<file path="config.mk">
export PLATFORM = sky130hd
export DESIGN_NAME = rail_reset_supervisor
export DESIGN_NICKNAME = d
export VERILOG_FILES = /design/src/rtl/rsup_pkg.sv /design/src/rtl/rail_monitor.sv /design/src/rtl/reset_hold.sv /design/src/rtl/rail_reset_supervisor.sv
export SDC_FILE = /design/constraint.sdc
export NUM_CORES = 1
export LEC_CHECK = 0
export ABC_AREA = 1
export BUFFER_PORTS_ARGS = -buffer_cell sky130_fd_sc_hd__buf_2
export CAP_MARGIN = 10
export CORE_MARGIN = 4
export CORE_UTILIZATION = 44
export DETAILED_ROUTE_END_ITERATION = 10
export PLACE_DENSITY = 0.77
export SLEW_MARGIN = 0
export SYNTH_ARGS = -nofsm -noshare
export SYNTH_HDL_FRONTEND = slang
export SYNTH_HIERARCHICAL = 1
export SYNTH_SLANG_ARGS = --single-unit
</file>
<file path="constraint.sdc">
create_clock -name clk -period 1.25 [get_ports clk]
set_input_delay 0.125 -clock clk [delete_from_list [all_inputs] [get_ports clk]]
set_output_delay 0.125 -clock clk [all_outputs]
set_load 0.02 [all_outputs]
</file>
<file path="src/rtl/rsup_pkg.sv">
package rsup_pkg;
  typedef struct packed {
    logic ov;
    logic uv;
    logic ot;
    logic sc;
    logic oct;
    logic shdn;
  } rail_status_t;
endpackage

</file>
<file path="src/rtl/rail_monitor.sv">
module rail_monitor
  import rsup_pkg::*;
(
  input  logic         clk,
  input  logic         rst,
  input  rail_status_t st,
  input  logic         flag_only,
  input  logic         flag_clr,
  output logic         good,
  output logic         trip,
  output logic         ov_flag,
  output logic         uv_flag
);
  logic ov_q, uv_q;

  always_comb begin
    good = !(st.ov | st.uv | st.ot | st.sc | st.oct | st.shdn);
    trip = st.ot | st.sc | st.oct | st.shdn | (!flag_only & (st.ov | st.uv));
  end

  always_ff @(posedge clk) begin
    if (rst) begin
      ov_q <= 1'b0;
      uv_q <= 1'b0;
    end else begin
      ov_q <= (ov_q & !flag_clr) | st.ov;
      uv_q <= (uv_q & !flag_clr) | st.uv;
    end
  end

  assign ov_flag = ov_q;
  assign uv_flag = uv_q;

  assert_ov_sticky_R8: assert property (@(posedge clk) disable iff (rst)
    (ov_q && !flag_clr) |=> ov_q);
  assert_uv_sticky_R8: assert property (@(posedge clk) disable iff (rst)
    (uv_q && !flag_clr) |=> uv_q);
endmodule

</file>
<file path="src/rtl/reset_hold.sv">
module reset_hold #(
  parameter int HOLD_MS = 10
) (
  input  logic clk,
  input  logic rst,
  input  logic ms_tick,
  input  logic all_good,
  input  logic any_trip,
  output logic rst_n
);
  localparam int CW = $clog2(HOLD_MS + 1);
  localparam logic [CW-1:0] LAST = CW'(HOLD_MS - 1);

  logic [CW-1:0] cnt;
  logic          rel_q;

  always_ff @(posedge clk) begin
    if (rst) begin
      rel_q <= 1'b0;
      cnt   <= '0;
    end else if (any_trip) begin
      rel_q <= 1'b0;
      cnt   <= '0;
    end else if (!rel_q) begin
      if (!all_good) begin
        cnt <= '0;
      end else if (ms_tick) begin
        if (cnt == LAST) begin
          rel_q <= 1'b1;
          cnt   <= '0;
        end else begin
          cnt <= cnt + 1'b1;
        end
      end
    end
  end

  assign rst_n = rel_q;

  assert_cnt_bound_R2: assert property (@(posedge clk) disable iff (rst)
    cnt <= LAST);
  assert_release_good_R9: assert property (@(posedge clk) disable iff (rst)
    (!rel_q && !all_good) |=> !rel_q);
  assert_restart_R3: assert property (@(posedge clk) disable iff (rst)
    (!rel_q && !all_good) |=> cnt == '0);
endmodule

</file>
<file path="src/rtl/rail_reset_supervisor.sv">
module rail_reset_supervisor
  import rsup_pkg::*;
#(
  parameter int N_RAILS = 4,
  parameter int HOLD_MS = 10
) (
  input  logic               clk,
  input  logic               rst,
  input  logic               ms_tick,
  input  logic [N_RAILS-1:0] ov_in,
  input  logic [N_RAILS-1:0] uv_in,
  input  logic [N_RAILS-1:0] ot_in,
  input  logic [N_RAILS-1:0] sc_in,
  input  logic [N_RAILS-1:0] oct_in,
  input  logic [N_RAILS-1:0] shdn_in,
  input  logic [N_RAILS-1:0] flag_only,
  input  logic               flag_clr,
  output logic               rst_n_out,
  output logic [N_RAILS-1:0] ov_flag,
  output logic [N_RAILS-1:0] uv_flag
);
  logic [N_RAILS-1:0] good_v, trip_v;
  logic all_good, any_trip;

  for (genvar i = 0; i < N_RAILS; i++) begin : g_rail
    rail_status_t st;
    assign st = '{ov: ov_in[i], uv: uv_in[i], ot: ot_in[i], sc: sc_in[i],
                  oct: oct_in[i], shdn: shdn_in[i]};
    rail_monitor u_mon (
      .clk(clk), .rst(rst), .st(st), .flag_only(flag_only[i]),
      .flag_clr(flag_clr), .good(good_v[i]), .trip(trip_v[i]),
      .ov_flag(ov_flag[i]), .uv_flag(uv_flag[i])
    );
  end

  assign all_good = &good_v;
  assign any_trip = |trip_v;

  reset_hold #(.HOLD_MS(HOLD_MS)) u_hold (
    .clk(clk), .rst(rst), .ms_tick(ms_tick), .all_good(all_good),
    .any_trip(any_trip), .rst_n(rst_n_out)
  );

  assert_hard_fault_R4: assert property (@(posedge clk) disable iff (rst)
    |(ot_in | sc_in | oct_in) |=> !rst_n_out);
  assert_shutdown_R5: assert property (@(posedge clk) disable iff (rst)
    |shdn_in |=> !rst_n_out);
  assert_resp_a_R6: assert property (@(posedge clk) disable iff (rst)
    |((ov_in | uv_in) & ~flag_only) |=> !rst_n_out);
  assert_resp_b_hold_R7: assert property (@(posedge clk) disable iff (rst)
    (rst_n_out && !(|(ot_in | sc_in | oct_in | shdn_in | ((ov_in | uv_in) & ~flag_only))))
    |=> rst_n_out);
endmodule

</file>
* Word level (Yosys, flattened, before mapping)
Index checks and enable logic that the tools add are counted.
** Storage, ports and cells
- Flip-flop bits (word level) :: 13
- Input port bits :: 32
- Output and inout bits :: 9
- Logic and storage cells :: 89
** Operators by class
- Add/subtract/negate cells :: 1
- Eq/ne operators :: 2
- Muxes and demuxes :: 7
- Bitwise logic cells :: 57
- Reductions and logical operators :: 12
** Operators with widths (number)
- $or A1 B1 Y1 :: 44
- $and A1 B1 Y1 :: 12
- $mux W4 :: 3
- $logic_not A1 Y1 :: 9
- $reduce_or A5 Y1 :: 1
- $add A4 B1 Y4 const B :: 1
- $eq A4 B4 Y1 const B :: 1
- $mux W1 :: 4
- $reduce_and A4 Y1 :: 1
- $ne A2 B2 Y1 const B :: 1
- $reduce_and A2 Y1 :: 1
- $not A1 Y1 :: 1

* Longest topological paths before layout
Gate-level depths: netlist (run 1).
- Word-level depth :: 9
- Gate-level depth with buffers :: 12
- Depth with buffers taken out :: 12

* Hierarchy
Netlist (run 1), hierarchy kept.
** Modules (own cells, without submodules)
- rail_monitor :: times used 4, cells each 24, area an instance 130.1 um^2, sequential area each 40.0 um^2
- reset_hold :: times used 1, cells each 46, area an instance 290.3 um^2, sequential area each 100.1 um^2
- rail_reset_supervisor :: times used 1, cells each 6, area an instance 22.5 um^2, sequential area each 0.0 um^2

* Least setup slack after synthesis (run 1)
OpenSTA, ideal clock, no wires.
- Path type :: input to register
- Start :: input shdn_in[0]
- End :: register u_hold.cnt[3]
- Library setup time :: 0.070 ns
- Arrival time :: 0.963 ns
- Required time :: 1.180 ns
- Path slack :: 0.217 ns
- Stages on the path :: 9
- Cells stage by stage :: nor2_1 > nand2_1 > nor2_2 > nand2_1 > nor2_1 > nand3_1 > nor2_2 > nand2_1 > a21oi_1
** Between the ends
- Longest elaborated chain between the ends :: 5
- Elaborated cells on any way between the ends :: 9
** RTL lines
- from (decl) :: line rail_reset_supervisor.sv:15 : input logic [N_RAILS-1:0] shdn_in,
- $or A1 B1 Y1 * :: line rail_monitor.sv:17 : good = !(st.ov | st.uv | st.ot | st.sc | st.oct | st.shdn);
- $logic_not A1 Y1 * :: line rail_monitor.sv:17
- named net good_v[0] :: line rail_reset_supervisor.sv:22 : logic [N_RAILS-1:0] good_v, trip_v;
- $reduce_and A4 Y1 * :: line rail_reset_supervisor.sv:36 : assign all_good = &good_v;
- named net all_good :: line rail_reset_supervisor.sv:23 : logic all_good, any_trip;
- $ne A2 B2 Y1 (no source line)
- $reduce_and A2 Y1 (no source line)
- to (signal assigned) :: line reset_hold.sv:32 : cnt <= cnt + 1'b1;
- to (decl) :: line reset_hold.sv:14 : logic [CW-1:0] cnt;
Mark *: on every way through the listed nets, which the timed path passes. The rest lies on a longest branch.
A chain may end at the register's enable or synchronous reset.

* Worst setup path in the final report (run 1)
- Start :: register u_hold.cnt[0]
- End :: register u_hold.cnt[0]
** Between the ends
- Longest elaborated chain between the ends :: 4
- Elaborated cells on any way between the ends :: 5
** RTL lines
- $add A4 B1 Y4 / $eq A4 B4 Y1 (equally long branches) :: line reset_hold.sv:32, reset_hold.sv:28
- $mux W4 * :: line reset_hold.sv:28 : if (cnt == LAST) begin
- $mux W4 * :: line reset_hold.sv:27 : end else if (ms_tick) begin
- $mux W4 * :: line reset_hold.sv:25 : if (!all_good) begin
Every way passes the cells marked *; elsewhere a longest branch is shown, timed or not. The select of a mux whose other input is x is not followed.

==> results of run 1 <==
-- placed cells by master, fill, tap and decap left out --
| cell type | synthesis | routed |
|---|---|---|
| inv_1 | 38 | 38 |
| dfxtp_1 | 13 | 12 |
| o21ai_1 | 1 | 1 |
| nor2_1 | 19 | 19 |
| buf_2 | 0 | 40 |
| ha_1 | 2 | 2 |
| dfxtp_2 | 0 | 1 |
| a21oi_1 | 11 | 11 |
| nand4_1 | 1 | 1 |
| inv_2 | 3 | 3 |
| nand2_1 | 46 | 46 |
| clkbuf_4 | 0 | 3 |
| nor2_2 | 6 | 6 |
| nand2_2 | 5 | 5 |
| nand3_1 | 3 | 3 |
| clkbuf_1 | 0 | 1 |
-- metal layers --
layer	up-vias	GRT usage [%]	share of wire (%)
met2	38	30.30	48
met3	4	2.865	6.8
li1	513	-	-
met4	0	6.550	0.88
met1	381	19.29	44
met5	-	0	0
-- state kept, by name, summed over array words and instances, names as in the netlist --
signal and flops:
g_rail.u_mon/ov_flag 4, g_rail.u_mon/uv_flag 4, u_hold/cnt 4, u_hold/rst_n 1
-- power groups by stage --
stage | Combinational (mW) | Clock [mW] | Sequential [mW]
finish | 0.166 | 0.262 | 0.439
global route | 0.191 | 0.291 | 0.441
CTS | 0.169 | 0.275 | 0.439
detailed placement | 0.168 | 0 | 0.448
global placement | 0.164 | 0 | 0.448
floorplan | 0.0629 | 0 | 0.469
-- worst max-delay path: cells and delay by family, from the launching register on --
| kind | cells | cell delay [ns] |
|---|---|---|
| flip-flops | 1 | 0.44 |
| AND/OR/NAND/NOR | 5 | 0.41 |
| adder cells (fa/ha/maj) | 1 | 0.19 |
-- cells by family (layout without fill, tap and decap cells) --
| group | count (synthesis) | count (layout) | synth area share (%) |
|---|---|---|---|
| AO/OA/AOI/OAI | 12 | 12 | 7.206 |
| adder cells (fa/ha/maj) | 2 | 2 | 3.003 |
| buffers and inverters | 41 | 85 | 18.47 |
| flip-flops | 13 | 13 | 31.23 |
| AND/OR/NAND/NOR | 80 | 80 | 40.09 |
-- cell type report --
| cell class | instances | share of cell area (%) |
|---|---|---|
| clock buffers | 4 | 2.405 |
| inverters | 41 | 14.09 |
| repair buffers | 40 | 18.33 |
| multi-input cells | 94 | 38.37 |
| well taps | 25 | 2.864 |
| flip-flops and latches | 13 | 23.94 |
-- final timing paths --
kind / start / to / cells past startpoint
max: u_hold/cnt[0] / u_hold/cnt[0] / 6
min: uv_in[3] / g_rail[3].u_mon/uv_flag / 3
min reg2reg: g_rail[1].u_mon/uv_flag / g_rail[1].u_mon/uv_flag / 2
max reg2reg: u_hold/cnt[0] / u_hold/cnt[0] / 6
-- timing repair --
action / 4_1_cts / 5_1_grt
hold endpoints to repair: 0 / 0
endpoints found under the setup margin: 0 / 1
gates resized for setup: 0 / 1
hold buffers: 0 / 0
==> flow_summary.toml, run 1 <==
[final_layout]
final_area_sq_um = 1092
register_area_sq_um = 261.5
multi_input_area_sq_um = 419.2
fill_cells = 203
nets = 227
area_delta_synth_final_pct = 31.08
diodes = 0
finish.utilization_pct = 61.91
drive_gt1_share_pct = 30.21
final_cells = 217

[outcome]
status = "completed"

[clock_network]
root_buffer = "clkbuf_4"
clk_pin_slew_ns = 0.08
cts_tree = "yes"
numCtsBuffers = 3
worstSkewPairLatency_ns = 0.27
cts_htree_levels = 1
cts_setup_buffers = 0
cts.path.max_buffers = 2
clock_sinks = 13

[pwr]
clock_power_share_pct = 30.2
p_switching_mw = 0.2398
fin_total_pwr_mw = 0.8666
p_per_area_nw_per_um2 = 793.3
seqPwrFrac_pct = 50.6
swShare_pct = 27.67
cellInternalPower_mw = 0.6268
ir_drop_v = 0.0004174
combPwrFrac_pct = 19.2
power.leakage_nw = 0.6262

[route]
vias_per_cell = 4.313
wire_per_inst_microns = 8.889
drc = 0
via_count = 936
drt_pass1_iterations = 4
ant_nets = 0
drt-initial-drc-count = 12
drt_wl_total_microns = 1929

[floorplan]
die_y_microns = 51.52
chipWidth_microns = 51.52
core-area_sq_um = 1764
start_util_pct = 47.23
fp-row-count = 15
ios = 41
dieArea_sq_um = 2654

[timing]
finalHoldViolCount = 0
setup_tns_ns = 0
slew_headroom_pct = 84.57
rsz0062_at_grt = "false"
finalClockSkew_ns = 0.0002263
fin_hold_ws_ns = 0.1161
setup_ws_ns = 0.1216
setup_viol = 0
fin_crit_ns = 1.128
worstMarginPinSlew_ns = 0.2306
finalCritPeriodShare_pct = 90.27
slew_viol_final = 0
fmaxAchievable_mhz = 886.2

[critical_path]
r2r_setup_slack_ns = 0.12
cp-end-kind = "flip-flop"
path_cells = "ha_1 > nand2_1 > nor2_2 > nor2_2 > nor2_1 > nor2_1"
crit_fanout = 6
critPathMaxStageDelay_ns = 0.44
crit_type = "flip-flop to flip-flop"
crit_arrival_ns = 1.30
cp-start-kind = "flip-flop"
critPathSlowestCell = "dfxtp_1"
cp.required_ns = 1.42

[worst_hold_path]
holdCritPathClass = "input pin to flip-flop"

[global_route]
grtUsageTotal_pct = 16.72
grt_start_max_net_pins = 10
grt_pass1_vias = 925
overflow = 0
grt_pass1_wl_microns = 3450
antenna_found_initial = 0

[logic_synthesis]
ys_async_sr_fraction_pct = 0
synth-seq-cells = 13
yosys-top-cells-count = "nand2_1 (46), inv_1 (38), nor2_1 (19)"
syn_area_sq_um = 833.3
synth_area_leader_cell = "dfxtp_1"
synth_edf_count = 0
syn_inst = 148
synth_top_area_share_pct = 31.23
ys_warn_count = 6
yosysSeqAreaShare_pct = 31.23
syn-num-nets = 182
synth.avg_cell_area_sq_um = 5.630
synth.distinct_cells = 12
synthTopCellsByArea = "dfxtp_1 (31%), nand2_1 (21%), inv_1 (17%)"
synth_most_common_cell = "nand2_1"
synth_ff_type = "dfxtp_1"

[place]
dp_hpwl_microns = 1616
dpl_cell_area_sq_um = 1065
gp_congestion = 0.7588
place_ws_ns = -0.04327
placedCellCount = 213
io_buffers = 40

[job]
cap_violations = 0
Note: power is estimated with default switching activity, not from simulation.
==> run 2: changes to the inputs <==
--- a/config.mk
+++ b/config.mk
@@ -8,7 +8,7 @@
 export ABC_AREA = 1
 export BUFFER_PORTS_ARGS = -buffer_cell sky130_fd_sc_hd__buf_2
 export CAP_MARGIN = 10
-export CORE_MARGIN = 4
+export CORE_MARGIN = 2
 export CORE_UTILIZATION = 44
 export DETAILED_ROUTE_END_ITERATION = 10
 export PLACE_DENSITY = 0.77
==> run 2 against run 1 <==
Flip-flop and latch count is the same. Critical path depth grew 1. Via count grew 1.3%. Worst hold slack lost 0.0082 ns. Clock power grew 5%. Setup slack is essentially flat. Fmax is essentially flat. Utilization grew 0.67 points. Critical path type unchanged. Power grew 1.6%. Clock skew grew 0.0033 ns. Wire length shrank 0.47%. Die area shrank 15%. Largest power group unchanged.
==> flow_summary.toml, run 2 (same netlist as run 1, synthesis figures left out) <==
[timing]
fmaxAchievable_mhz = 886.2
setup_tns_ns = 0
fin_hold_ws_ns = 0.1078
finalCritPeriodShare_pct = 90.28
rsz0062_at_grt = "false"
setup_viol = 0
slew_headroom_pct = 82.99
worstMarginPinSlew_ns = 0.2542
finalHoldViolCount = 0
slew_viol_final = 0
fin_crit_ns = 1.128
finalClockSkew_ns = 0.003514

[final_layout]
diodes = 0
layout_common_cells = "nand2_1 (46), buf_2 (40), inv_1 (38), nor2_1 (19), dfxtp_1 (12)"
area_delta_synth_final_pct = 31.08
multi_input_area_sq_um = 419.2
nets = 227
register_area_sq_um = 261.5
fill_cells = 179
drive_gt1_share_pct = 30.21
final_common_cell = "nand2_1"

[pwr]
cellInternalPower_mw = 0.6273
swShare_pct = 28.78
p_switching_mw = 0.2535
ir_drop_v = 0.0005771
p_per_area_nw_per_um2 = 806.4
power.leakage_nw = 0.6262
seqPwrFrac_pct = 49.8
fin_total_pwr_mw = 0.8809
clock_power_share_pct = 31.2
combPwrFrac_pct = 19.0

[clock_network]
cts_tree = "yes"
cts.path.max_buffers = 2
cts_setup_buffers = 0
hold_buffers = 0
cts_htree_levels = 1
worstSkewPairLatency_ns = 0.28
root_buffer = "clkbuf_4"
clock_sinks = 13
numCtsBuffers = 3
clk_pin_slew_ns = 0.09

[route]
drt_wl_total_microns = 1920
ant_nets = 0
vias_per_cell = 4.369
via_count = 948
drc = 0
wire_per_inst_microns = 8.848
drt_pass1_iterations = 4
drt-initial-drc-count = 19

[global_route]
antenna_found_initial = 0
grt_pass1_vias = 825
grtUsageTotal_pct = 19.71
grt_pass1_wl_microns = 3001
overflow = 0
grt_start_max_net_pins = 10

[critical_path]
cp.required_ns = 1.46
crit_fanout = 5
crit_arrival_ns = 1.34
crit_type = "flip-flop to flip-flop"
cp-start-kind = "flip-flop"
cp-end-kind = "flip-flop"

[floorplan]
die_y_microns = 47.52
fp-row-count = 15
ios = 41
core-area_sq_um = 1745
dieArea_sq_um = 2258
chipWidth_microns = 47.52
start_util_pct = 47.74

[place]
io_buffers = 40
gp_congestion = 0.7743
dp_hpwl_microns = 1565

[job]
cap_violations = 0

[worst_hold_path]
holdCritPathClass = "input pin to flip-flop"

[outcome]
status = "completed"
==> run 2: metrics by stage <==
step | setup WS, ns | std cells | utilization [%] | cell area [sq um]
floorplan | 0.2168 | 148 | - | 833.3
global placement | -0.001751 | 213 | 61.00 | 1065
detailed placement | -0.1071 | 213 | 61.00 | 1065
CTS | 0.07952 | 217 | 62.51 | 1091
global route | 0.01341 | 217 | 62.58 | 1092
finish | 0.1216 | 217 | 62.58 | 1092
==> run 2: metal layers <==
| layer | vias to the layer above | GRT usage (%) | part of all wire (%) | wire length [microns] |
|---|---|---|---|---|
| met1 | 399 | 19.35 | 43 | 816 |
| met5 | - | 0 | 0 | 0 |
| met3 | 4 | 4.151 | 5.8 | 111 |
| li1 | 513 | - | - | - |
| met2 | 32 | 35.41 | 50 | 954 |
| met4 | 0 | 15.56 | 1.9 | 37 |
==> run 2: worst max-delay path, cell delays in order (launching register included) <==
cell and delay [ns]:
dfxtp_2 0.38, inv_1 0.05, ha_1 0.17, nand2_1 0.07, nor2_2 0.05, nor2_2 0.14
nand2_1 0.07, a21oi_1 0.13
==> run 2: power groups by stage <==
stage	clock network [mW]	registers, mW	logic [mW]
after floorplan	0	0.469	0.0629
after global placement	0	0.448	0.164
after detailed placement	0	0.448	0.169
after CTS	0.287	0.439	0.169
after global routing	0.300	0.441	0.189
final	0.275	0.438	0.168
==> run 2: worst paths after layout <==
path                        endpoint  depth (start not counted)  slack [ns]                    start
min          g_rail[3].u_mon/uv_flag                          3        0.11                 uv_in[3]
min reg2reg  g_rail[0].u_mon/uv_flag                          2        0.46  g_rail[0].u_mon/uv_flag
max                    u_hold/cnt[3]                          7        0.12            u_hold/cnt[1]
max reg2reg            u_hold/cnt[3]                          7        0.12            u_hold/cnt[1]
==> run 2: final cells by class <==
class,count,share of cell area [%]
multi-input cells,94,38.37
flip-flops and latches,13,23.94
repair buffers,40,18.33
inverters,41,14.09
well taps,25,2.864
clock buffers,4,2.405
==> run 2: timing repair <==
action                                  CTS  global route
resized for setup                         0             1
endpoints found under the setup margin    0             2
endpoints found under the hold margin     0             0
